<file path="config.mk">
export PLATFORM = sky130hd
export DESIGN_NAME = evbuf_ctrl
export DESIGN_NICKNAME = d
export VERILOG_FILES = /design/src/rtl/evbuf_ctrl.sv
export SDC_FILE = /design/constraint.sdc
export NUM_CORES = 1
export LEC_CHECK = 0
export BUFFER_PORTS_ARGS = -buffer_cell sky130_fd_sc_hd__buf_2
export CORE_ASPECT_RATIO = 0.5
export CORE_MARGIN = 2
export CORE_UTILIZATION = 60
export CTS_CLUSTER_DIAMETER = 100
export CTS_CLUSTER_SIZE = 40
export DETAILED_ROUTE_END_ITERATION = 8
export PLACE_DENSITY = 0.8
export SLEW_MARGIN = 5
export SYNTH_ARGS = -nofsm -noshare
export SYNTH_HDL_FRONTEND = slang
export SYNTH_SLANG_ARGS = --single-unit
</file>
<file path="constraint.sdc">
create_clock -name clk -period 5 [get_ports clk]
set_clock_uncertainty 0.2 [all_clocks]
set_input_delay 1 -clock clk [delete_from_list [all_inputs] [get_ports clk]]
set_output_delay 1 -clock clk [all_outputs]
set_load 0.005 [all_outputs]
</file>
<file path="src/rtl/evbuf_ctrl.sv">
module evbuf_ctrl #(
  parameter int DW    = 16,
  parameter int DEPTH = 8,
  parameter int SLOTS = 16,
  parameter int CW    = 8,
  parameter int EW    = 16,
  parameter int PW    = 7,
  parameter int RW    = 16
) (
  input  logic          clk,
  input  logic          rst_n,
  input  logic          ev_valid,
  input  logic [DW-1:0] ev_data,
  output logic          out_valid,
  input  logic          out_ready,
  output logic [DW-1:0] out_data,
  output logic          out_lost,
  output logic [EW-1:0] out_evnum,
  output logic          throttle,
  output logic          out_of_sync,
  input  logic          cfg_wr,
  input  logic [1:0]    cfg_addr,
  input  logic [RW-1:0] cfg_wdata,
  output logic [RW-1:0] cfg_rdata
);
  localparam int AW  = $clog2(DEPTH);
  localparam int OW  = $clog2(DEPTH + 1);
  localparam int SAW = $clog2(SLOTS);
  localparam int SOW = $clog2(SLOTS + 1);

  logic [DW-1:0]  mem [DEPTH];
  logic [AW-1:0]  wp, rp;
  logic [OW-1:0]  occ, peak;
  logic [SLOTS-1:0] slot_lost;
  logic [SAW-1:0] swp, srp;
  logic [SOW-1:0] scnt;
  logic [CW-1:0]  lost_cnt, err_cnt;
  logic [PW-1:0]  pct;
  logic           ovf, last_lost;
  logic [31:0]    need, occ100, occ1_100;

  wire slot_full = (scnt == SOW'(SLOTS));
  wire data_full = (occ == OW'(DEPTH));
  wire acc       = ev_valid && !slot_full;
  wire store     = acc && !data_full;
  wire lose      = acc && data_full;
  wire drop      = ev_valid && slot_full;
  wire pop       = out_valid && out_ready;
  wire pop_data  = pop && !out_lost;

  wire wr_pct  = cfg_wr && (cfg_addr == 2'd0);
  wire wr_lost = cfg_wr && (cfg_addr == 2'd1);
  wire wr_stat = cfg_wr && (cfg_addr == 2'd2);
  wire wr_peak = cfg_wr && (cfg_addr == 2'd3);

  assign out_valid = (scnt != '0);
  assign out_lost  = slot_lost[srp];
  assign out_data  = out_lost ? '0 : mem[rp];

  function automatic logic [AW-1:0] dnext(input logic [AW-1:0] p);
    return (p == AW'(DEPTH - 1)) ? '0 : p + 1'b1;
  endfunction

  function automatic logic [SAW-1:0] snext(input logic [SAW-1:0] p);
    return (p == SAW'(SLOTS - 1)) ? '0 : p + 1'b1;
  endfunction

  always_ff @(posedge clk) begin
    if (store) mem[wp] <= ev_data;
  end

  always_ff @(posedge clk or negedge rst_n) begin
    if (!rst_n) begin
      wp <= '0;
      rp <= '0;
      occ <= '0;
    end else begin
      if (store) wp <= dnext(wp);
      if (pop_data) rp <= dnext(rp);
      occ <= occ + OW'(store) - OW'(pop_data);
    end
  end

  always_ff @(posedge clk or negedge rst_n) begin
    if (!rst_n) begin
      slot_lost <= '0;
      swp <= '0;
      srp <= '0;
      scnt <= '0;
      out_evnum <= '0;
    end else begin
      if (acc) begin
        slot_lost[swp] <= lose;
        swp <= snext(swp);
      end
      if (pop) begin
        srp <= snext(srp);
        out_evnum <= out_evnum + 1'b1;
      end
      scnt <= scnt + SOW'(acc) - SOW'(pop);
    end
  end

  always_ff @(posedge clk or negedge rst_n) begin
    if (!rst_n) begin
      lost_cnt <= '0;
      err_cnt <= '0;
      ovf <= 1'b0;
      out_of_sync <= 1'b0;
      last_lost <= 1'b0;
    end else begin
      if (wr_lost) lost_cnt <= '0;
      else if (lose && lost_cnt != '1) lost_cnt <= lost_cnt + 1'b1;
      if (wr_stat) err_cnt <= '0;
      else if (lose && !last_lost && err_cnt != '1) err_cnt <= err_cnt + 1'b1;
      if (acc) last_lost <= lose;
      ovf <= lose | (ovf & !wr_stat);
      out_of_sync <= drop | (out_of_sync & !wr_stat);
    end
  end

  always_comb begin
    need     = 32'(pct) * 32'(DEPTH);
    occ100   = 32'(occ) * 32'd100;
    occ1_100 = (32'(occ) + 32'd1) * 32'd100;
  end

  always_ff @(posedge clk or negedge rst_n) begin
    if (!rst_n) begin
      pct <= PW'(100);
      peak <= '0;
      throttle <= 1'b0;
    end else begin
      if (wr_pct) pct <= cfg_wdata[PW-1:0];
      if (wr_peak) peak <= '0;
      else if (occ > peak) peak <= occ;
      if (occ100 >= need) throttle <= 1'b1;
      else if (occ1_100 < need) throttle <= 1'b0;
    end
  end

  always_comb begin
    case (cfg_addr)
      2'd0:    cfg_rdata = RW'(pct);
      2'd1:    cfg_rdata = RW'(lost_cnt);
      2'd2:    cfg_rdata = RW'({out_of_sync, ovf, err_cnt});
      default: cfg_rdata = RW'(peak);
    endcase
  end

  assert_evnum_step_R1: assert property (@(posedge clk) disable iff (!rst_n)
    pop |=> out_evnum == $past(out_evnum) + 1'b1);

  assert_lost_keeps_occ_R2: assert property (@(posedge clk) disable iff (!rst_n)
    lose && !pop_data |=> occ == $past(occ));

  assert_occ_bound_R2: assert property (@(posedge clk) disable iff (!rst_n)
    occ <= OW'(DEPTH));

  assert_lost_monotonic_R3: assert property (@(posedge clk) disable iff (!rst_n)
    !wr_lost |=> lost_cnt >= $past(lost_cnt));

  assert_oos_sticky_R5: assert property (@(posedge clk) disable iff (!rst_n)
    out_of_sync && !wr_stat |=> out_of_sync);

  assert_throttle_rise_R6: assert property (@(posedge clk) disable iff (!rst_n)
    $rose(throttle) |-> $past(occ100) >= $past(need));

  assert_peak_covers_R7: assert property (@(posedge clk) disable iff (!rst_n)
    !wr_peak |=> peak >= $past(occ));

  assert_hold_front_R9: assert property (@(posedge clk) disable iff (!rst_n)
    out_valid && !out_ready |=> out_valid && $stable(out_data) && $stable(out_lost));
endmodule

</file>
-- After elaboration in Yosys (flattened, before gate mapping)
Memories as Yosys holds them, arrays and structs flattened.
Cells that the tools add are included.
- add/sub/neg operators: 12
- multipliers: 2
- div/mod/pow operators: 0
- order comparisons: 6
- eq/ne operators: 11
- shift-type cells: 0
- mux-type cells: 21
- bitwise logic cells: 4
- reduce and logical (&&, ||, !) cells: 25
- operator list (kind ; number):
    $mux 8 ; 4
    $pmux 10 s3 ; 1
    $add 16x1->16 const B ; 1
    $add 8x1->8 const B ; 2
    $bwmux 16 ; 1
    $mux 16 ; 1
    $mux 4 ; 4
    $ne 8x8->1 const B ; 2
    $logic_and 1x1->1 ; 14
    $eq 4x4->1 const B ; 3
    $lt 12x10->1 ; 1
    $ge 11x10->1 ; 1
    $lt 4x5->1 const B ; 2
    $mul 5x5->10 const B ; 1
    $mul 4x5->9 const B ; 1
    $add 4x1->4 const B ; 2
    $reduce_bool 2->1 ; 4
    $add 3x1->3 const B ; 2
    $eq 3x3->1 const B ; 2
    $mux 1 ; 6
    $mux 3 ; 2
    $add 4x1->5 const B ; 1
    $add 5x1->5 ; 1
    $eq 5x5->1 const B ; 1
    other kinds (14) ; 21
- flip-flop bits (word level): 86
- bits in latches: 0
- memory bits (writable): 128
- bits in read-only memories: 0
- output and inout port bits: 52
- memories: 1
- memory list (memory ; words ; bits a word ; read ports ; clocked after Yosys merged registers in ; wr ports ; RTL line ; RTL):
    mem ; 8 ; 16 ; 1 ; 0 ; 1 ; 31 ; logic [DW-1:0] mem [DEPTH];

-- Longest topological paths before layout
- depth in word-level cells: 8
- gate-level depth with buffers: 17
- gate-level depth less buffers: 15

-- Worst setup path before layout
OpenSTA, ideal clock, no wires.
- path kind: register to register
- start: reg occ[1]
- end: reg throttle
- library setup time: 0.139 ns
- data arrival time: 3.484 ns
- setup slack: 1.177 ns
- cell stages (with the launch flop): 14
- path buffers: 0
- path through: dfrtp_1 -> ha_1 -> nand2_1 -> xor2_1 -> inv_1 -> ha_1 -> ha_1 -> ha_1 -> ha_1 -> and3_1 -> a221oi_1 -> xor2_1 -> a31oi_1 -> or4b_1
- longest elaborated chain between the ends: 4
- elaborated cells between the ends (all ways): 7
- classes of those cells: add/sub: 1; mul: 2; order compare: 2; mux: 1; reduce/logical: 1
- RTL lines (what ; RTL line ; RTL):
    start, declared ; 33 ; logic [OW-1:0] occ, peak;
    start signal, assigned ; 80 ; occ <= occ + OW'(store) - OW'(pop_data);
    $add 4x1->5 ; 125 ; occ1_100 = (32'(occ) + 32'd1) * 32'd100;
    $mul 5x5->10 ; 125 ;
    $lt 12x10->1 ; 138 ; else if (occ1_100 < need) throttle <= 1'b0;
    $reduce_bool 2->1 (no line) ; - ;
    end signal, assigned ; 132 ; throttle <= 1'b0;
    end signal, assigned ; 137 ; if (occ100 >= need) throttle <= 1'b1;
    end signal, assigned ; 138 ;
    end, declared ; 19 ; output logic throttle,
Parallel ways exist; a longest one is shown, timed or not.
A chain may end at the register's enable or synchronous reset.

-- Final worst setup path
Ends and elaborated chain as after synthesis.

==> reports/results.env <==
LEAKAGE_POWER_nW=4.64
RELSLEWSLACK_PCT=57.7
SYNTH-EDFF-COUNT=128
RR_STARTPOINT='occ[1]'
SLEW_VIOLATIONS=0
SYNTHTOLAYOUTAREAGROWTH_PCT=9.17
DETAILEDROUTE.FIRSTPASSITERATIONCOUNT=5
REMAINING_DRC_ERRORS=0
PLACE_HPWL_UM=12800
GRT-OVFL-TOTAL=0
WL_PER_CELL_UM=18.3
GRT_START_MAX_NET_PINS=48
SW_FRAC_OF_TOTAL_PCT=37.5
HOLD_BUFFERS=0
POSTSYNTHAREAPERCELL_SQ_UM=13.7
MAX_CAP_VIOL_COUNT=0
SYNTH_COMPOUND_GATE_AREA_SHARE_PCT=4.10
ANTENNADIODECOUNT=0
CLOCK_TREE.ROOT_CELL='sky130_fd_sc_hd__clkbuf_16'
SYNTH_TOP_FAMILY_BY_AREA='multiplexers'
LAYOUT-DRIVE-GT1-SHARE_PCT=19.6
VIAS_PER_CELL=5.83
CTS-BUFFERS-INSERTED=9
SEQ_AREA_FRAC_SYNTH_PCT=58.4
GRT_PASS1_VIAS=6187
P_SW_mW=2.50
SETUP.WORST_PATH.START='occ[1]'
HTREE_NUM_LEVELS=1
CRIT_END_ELEMENT='flip-flop'
POST_SYNTH_FA_HA_MAJ_AREA_FRACTION_PCT=8.57
ROUTE.ANTENNA.REMAINING_NETS=0
CLOCK_POWER_SHARE_PCT=13.1
PLACE_CONGESTION=0.801
DIE-HEIGHT_UM=96.5
CTS_SETUP_BUFFERS=0
START_UTIL_PCT=62.0
CTS.SINK_COUNT=214
FINALSETUPVIOLCOUNT=0
ROUTE.VIAS.TOTAL=6136
SYNTH.YOSYS.WARNINGS=0
POSTSYNTH.TOPFLOPCELL='sky130_fd_sc_hd__edfxtp_1'
FINALNETCOUNT=931
NUMPORTBUFFERS=75
SYNTH_AREA_SQ_UM=10300
TIMING.CRITICAL_PATH.FROM_TYPE='flip-flop'
FINALHOLDVIOLCOUNT=0
TIMING.CRITICAL_PATH.ARRIVAL_NS=4.38
FIRST_PASS_GRT_WIRE_LENGTH_UM=31500
MAXCLOCKFREQUENCY_MHz=238
CTS_RESIZED=0
WHS_NS=0.259
LAYOUT_WORST_PATH_CYCLE_SHARE_PCT=84.1
SETUP_REPAIR_AFTER_GLOBAL_ROUTING_MISSED_ITS_MARGIN='false'
SYNTH.FF_LATCH_COUNT=214
IOPINCOUNT=91
TOTALNEGATIVESETUPSLACK_NS=0
CLOCK_LATENCY_LATE_SINK_NS=0.49
WORST_SETUP_HOLD_PATH_CLK_SLEW_NS=0.15
CTS_TREE='yes'
DIE_AREA_SQ_UM=18200
CP.REQUIRED_NS=5.18
CELLINTERNALPOWER_mW=4.16
SYN-INSTANCE-COUNT=748
POST_SYNTH_AND_OR_NAND_NOR_AREA_FRACTION_PCT=9.32
ANTENNA_VIOLATIONS_BEFORE_REPAIR=0
SYNTH_XOR_XNOR_AREA_SHARE_PCT=4.09
RUN_STATUS='finished clean'
FLOORPLAN.DIE.WIDTH_UM=189
MOST-COMMON-LAYOUT-CELLS='sky130_fd_sc_hd__edfxtp_1, sky130_fd_sc_hd__dfrtp_1, sky130_fd_sc_hd__buf_2'
CRIT_FANOUT=8
INITIALDRTVIOLATIONCOUNT=418
SETUP.WORST_PATH.CLASS='reg2reg'
FLOP_PWR_SHARE_PCT=39.2
ROWS=33
CORE_SQ_UM=16600
TIGHTESTPINTRANSITION_NS=0.634
SYNTH_CELL_TYPES=49
SYNTHARSTFLOPSHARE_PCT=40.2
FRACTION_OF_POWER_CONSUMED_BY_COMBINATIONAL_CELLS_PCT=47.7
POWER.DENSITY_nW_PER_UM2=594
FINAL_COMMON_CELL='sky130_fd_sc_hd__edfxtp_1'
CTS_BUFFER_DEPTH=3
GRT_UTIL_ALL_LAYERS_PCT=22.2
TIMING.HOLD.WORST.CLASS='in2async'
FINALWORSTPATHREQUIREDPERIOD_NS=4.20
ROUTE.FINAL.WIRE_LENGTH_UM=19200
IR_DROP_V=0.000356
FILLER_CELL_COUNT=1173
POST_SYNTH_MUX_AREA_SHARE_PCT=12.4
==> power by group through the flow <==
| stage | logic [mW] | clock network [mW] | registers, mW |
|---|---|---|---|
| 6_report | 3.18 | 0.872 | 2.61 |
| 5_1_grt | 3.63 | 0.960 | 2.67 |
| 4_1_cts | 3.21 | 0.901 | 2.62 |
| 3_5_place_dp | 3.19 | 0 | 2.65 |
| 3_3_place_gp | 3.05 | 0 | 2.62 |
| 2_1_floorplan | 2.43 | 0 | 2.49 |
==> state kept, by name, summed over array words and instances, names as in the netlist, 5 cells and up <==
signal	flops
err_cnt	8
lost_cnt	8
mem	128
out_evnum	16
pct	7
scnt	5
slot_lost	16
==> final cells by class <==
cell class	count	area (sq um)	share of cell area [%]
flip-flops and latches	214	6000	53.5
repair buffers	91	498	4.44
clock buffers	12	236	2.11
inverters	43	161	1.44
clock inverters	1	30.0	0.268
well taps	227	284	2.53
multi-input cells	465	4010	35.7
==> cells by family (layout without fill, tap and decap cells) <==
| group | count (synthesis) | after routing |
|---|---|---|
| muxes | 76 | 76 |
| other | 1 | 6 |
| and+or+nand+nor | 197 | 197 |
| AOI/OAI and AO/OA | 70 | 70 |
| xor gates and xnor gates | 48 | 48 |
| buffers and inverters | 74 | 147 |
| DFF | 214 | 214 |
| adders and majority gates | 68 | 68 |
==> Yosys cell counts, types with 3 or more instances <==
cell	n	area (sq um)
sky130_fd_sc_hd__edfxtp_1	128	3840
sky130_fd_sc_hd__dfrtp_1	83	2080
sky130_fd_sc_hd__ha_1	64	801
sky130_fd_sc_hd__nand2_1	58	218
sky130_fd_sc_hd__nor2_1	46	173
sky130_fd_sc_hd__inv_1	43	161
sky130_fd_sc_hd__mux4_2	40	901
sky130_fd_sc_hd__o21ai_0	33	165
sky130_fd_sc_hd__nand3_1	29	145
sky130_fd_sc_hd__xnor2_1	27	236
sky130_fd_sc_hd__mux2i_1	26	260
sky130_fd_sc_hd__xor2_1	21	184
sky130_fd_sc_hd__clkbuf_1	17	63.8
sky130_fd_sc_hd__nand4_1	14	87.6
sky130_fd_sc_hd__a21oi_1	12	60.1
sky130_fd_sc_hd__and2_1	11	68.8
sky130_fd_sc_hd__mux2_2	9	101
sky130_fd_sc_hd__and3_1	8	50.1
sky130_fd_sc_hd__buf_4	8	60.1
sky130_fd_sc_hd__nor3_1	8	40.0
sky130_fd_sc_hd__nor2b_1	6	37.5
sky130_fd_sc_hd__buf_2	5	25.0
sky130_fd_sc_hd__nand2b_1	5	31.3
sky130_fd_sc_hd__a21o_1	4	30.0
sky130_fd_sc_hd__a31oi_1	4	25.0
sky130_fd_sc_hd__fa_1	4	80.1
sky130_fd_sc_hd__o21a_1	4	30.0
sky130_fd_sc_hd__and4_1	3	26.3
sky130_fd_sc_hd__dfstp_2	3	78.8
sky130_fd_sc_hd__o31ai_1	3	22.5
==> final timing paths <==
check / end / slack (ns) / cells after the start
min in group clk: out_evnum[15] / 0.28 / 1
worst max register to register: throttle / 0.80 / 13
worst min register to register: out_evnum[15] / 0.28 / 1
worst max-delay path: throttle / 0.80 / 13
max in group asynchronous: out_evnum[1] / 3.37 / 2
worst min-delay path: throttle / 0.26 / 1
==> per-stage QoR <==
step	instance area [sq um]	power (mW)	cells	util [%]	worst slack [ns]
detailed placement	10900	5.84	1040	66.1	0.789
floorplan	10300	4.92	753	-	1.18
global route	11200	7.26	1053	67.7	0.563
finish	11200	6.67	1053	67.7	0.796
CTS	11200	6.73	1053	67.7	0.771
global placement	10900	5.67	1040	66.1	0.975
==> layer usage <==
layer / wire length, um / global-route usage [%] / vias to the layer above
li1: - / - / 2879
met1: 8720 / 30.6 / 3062
met2: 9170 / 38.3 / 168
met3: 1030 / 3.50 / 27
met4: 309 / 4.95 / 0
met5: 0 / 0 / -
==> critical path, stage by stage, from the launching register on <==
cell and delay [ns]:
sky130_fd_sc_hd__dfrtp_1 0.54, sky130_fd_sc_hd__ha_1 0.30, sky130_fd_sc_hd__nand2_1 0.09, sky130_fd_sc_hd__xor2_1 0.32
sky130_fd_sc_hd__inv_1 0.08, sky130_fd_sc_hd__ha_1 0.28, sky130_fd_sc_hd__ha_1 0.30, sky130_fd_sc_hd__ha_1 0.30
sky130_fd_sc_hd__ha_1 0.34, sky130_fd_sc_hd__and3_1 0.21, sky130_fd_sc_hd__a221oi_1 0.36, sky130_fd_sc_hd__xor2_1 0.19
sky130_fd_sc_hd__a31oi_1 0.08, sky130_fd_sc_hd__or4b_1 0.51
Power figures use the tool's default switching activity.
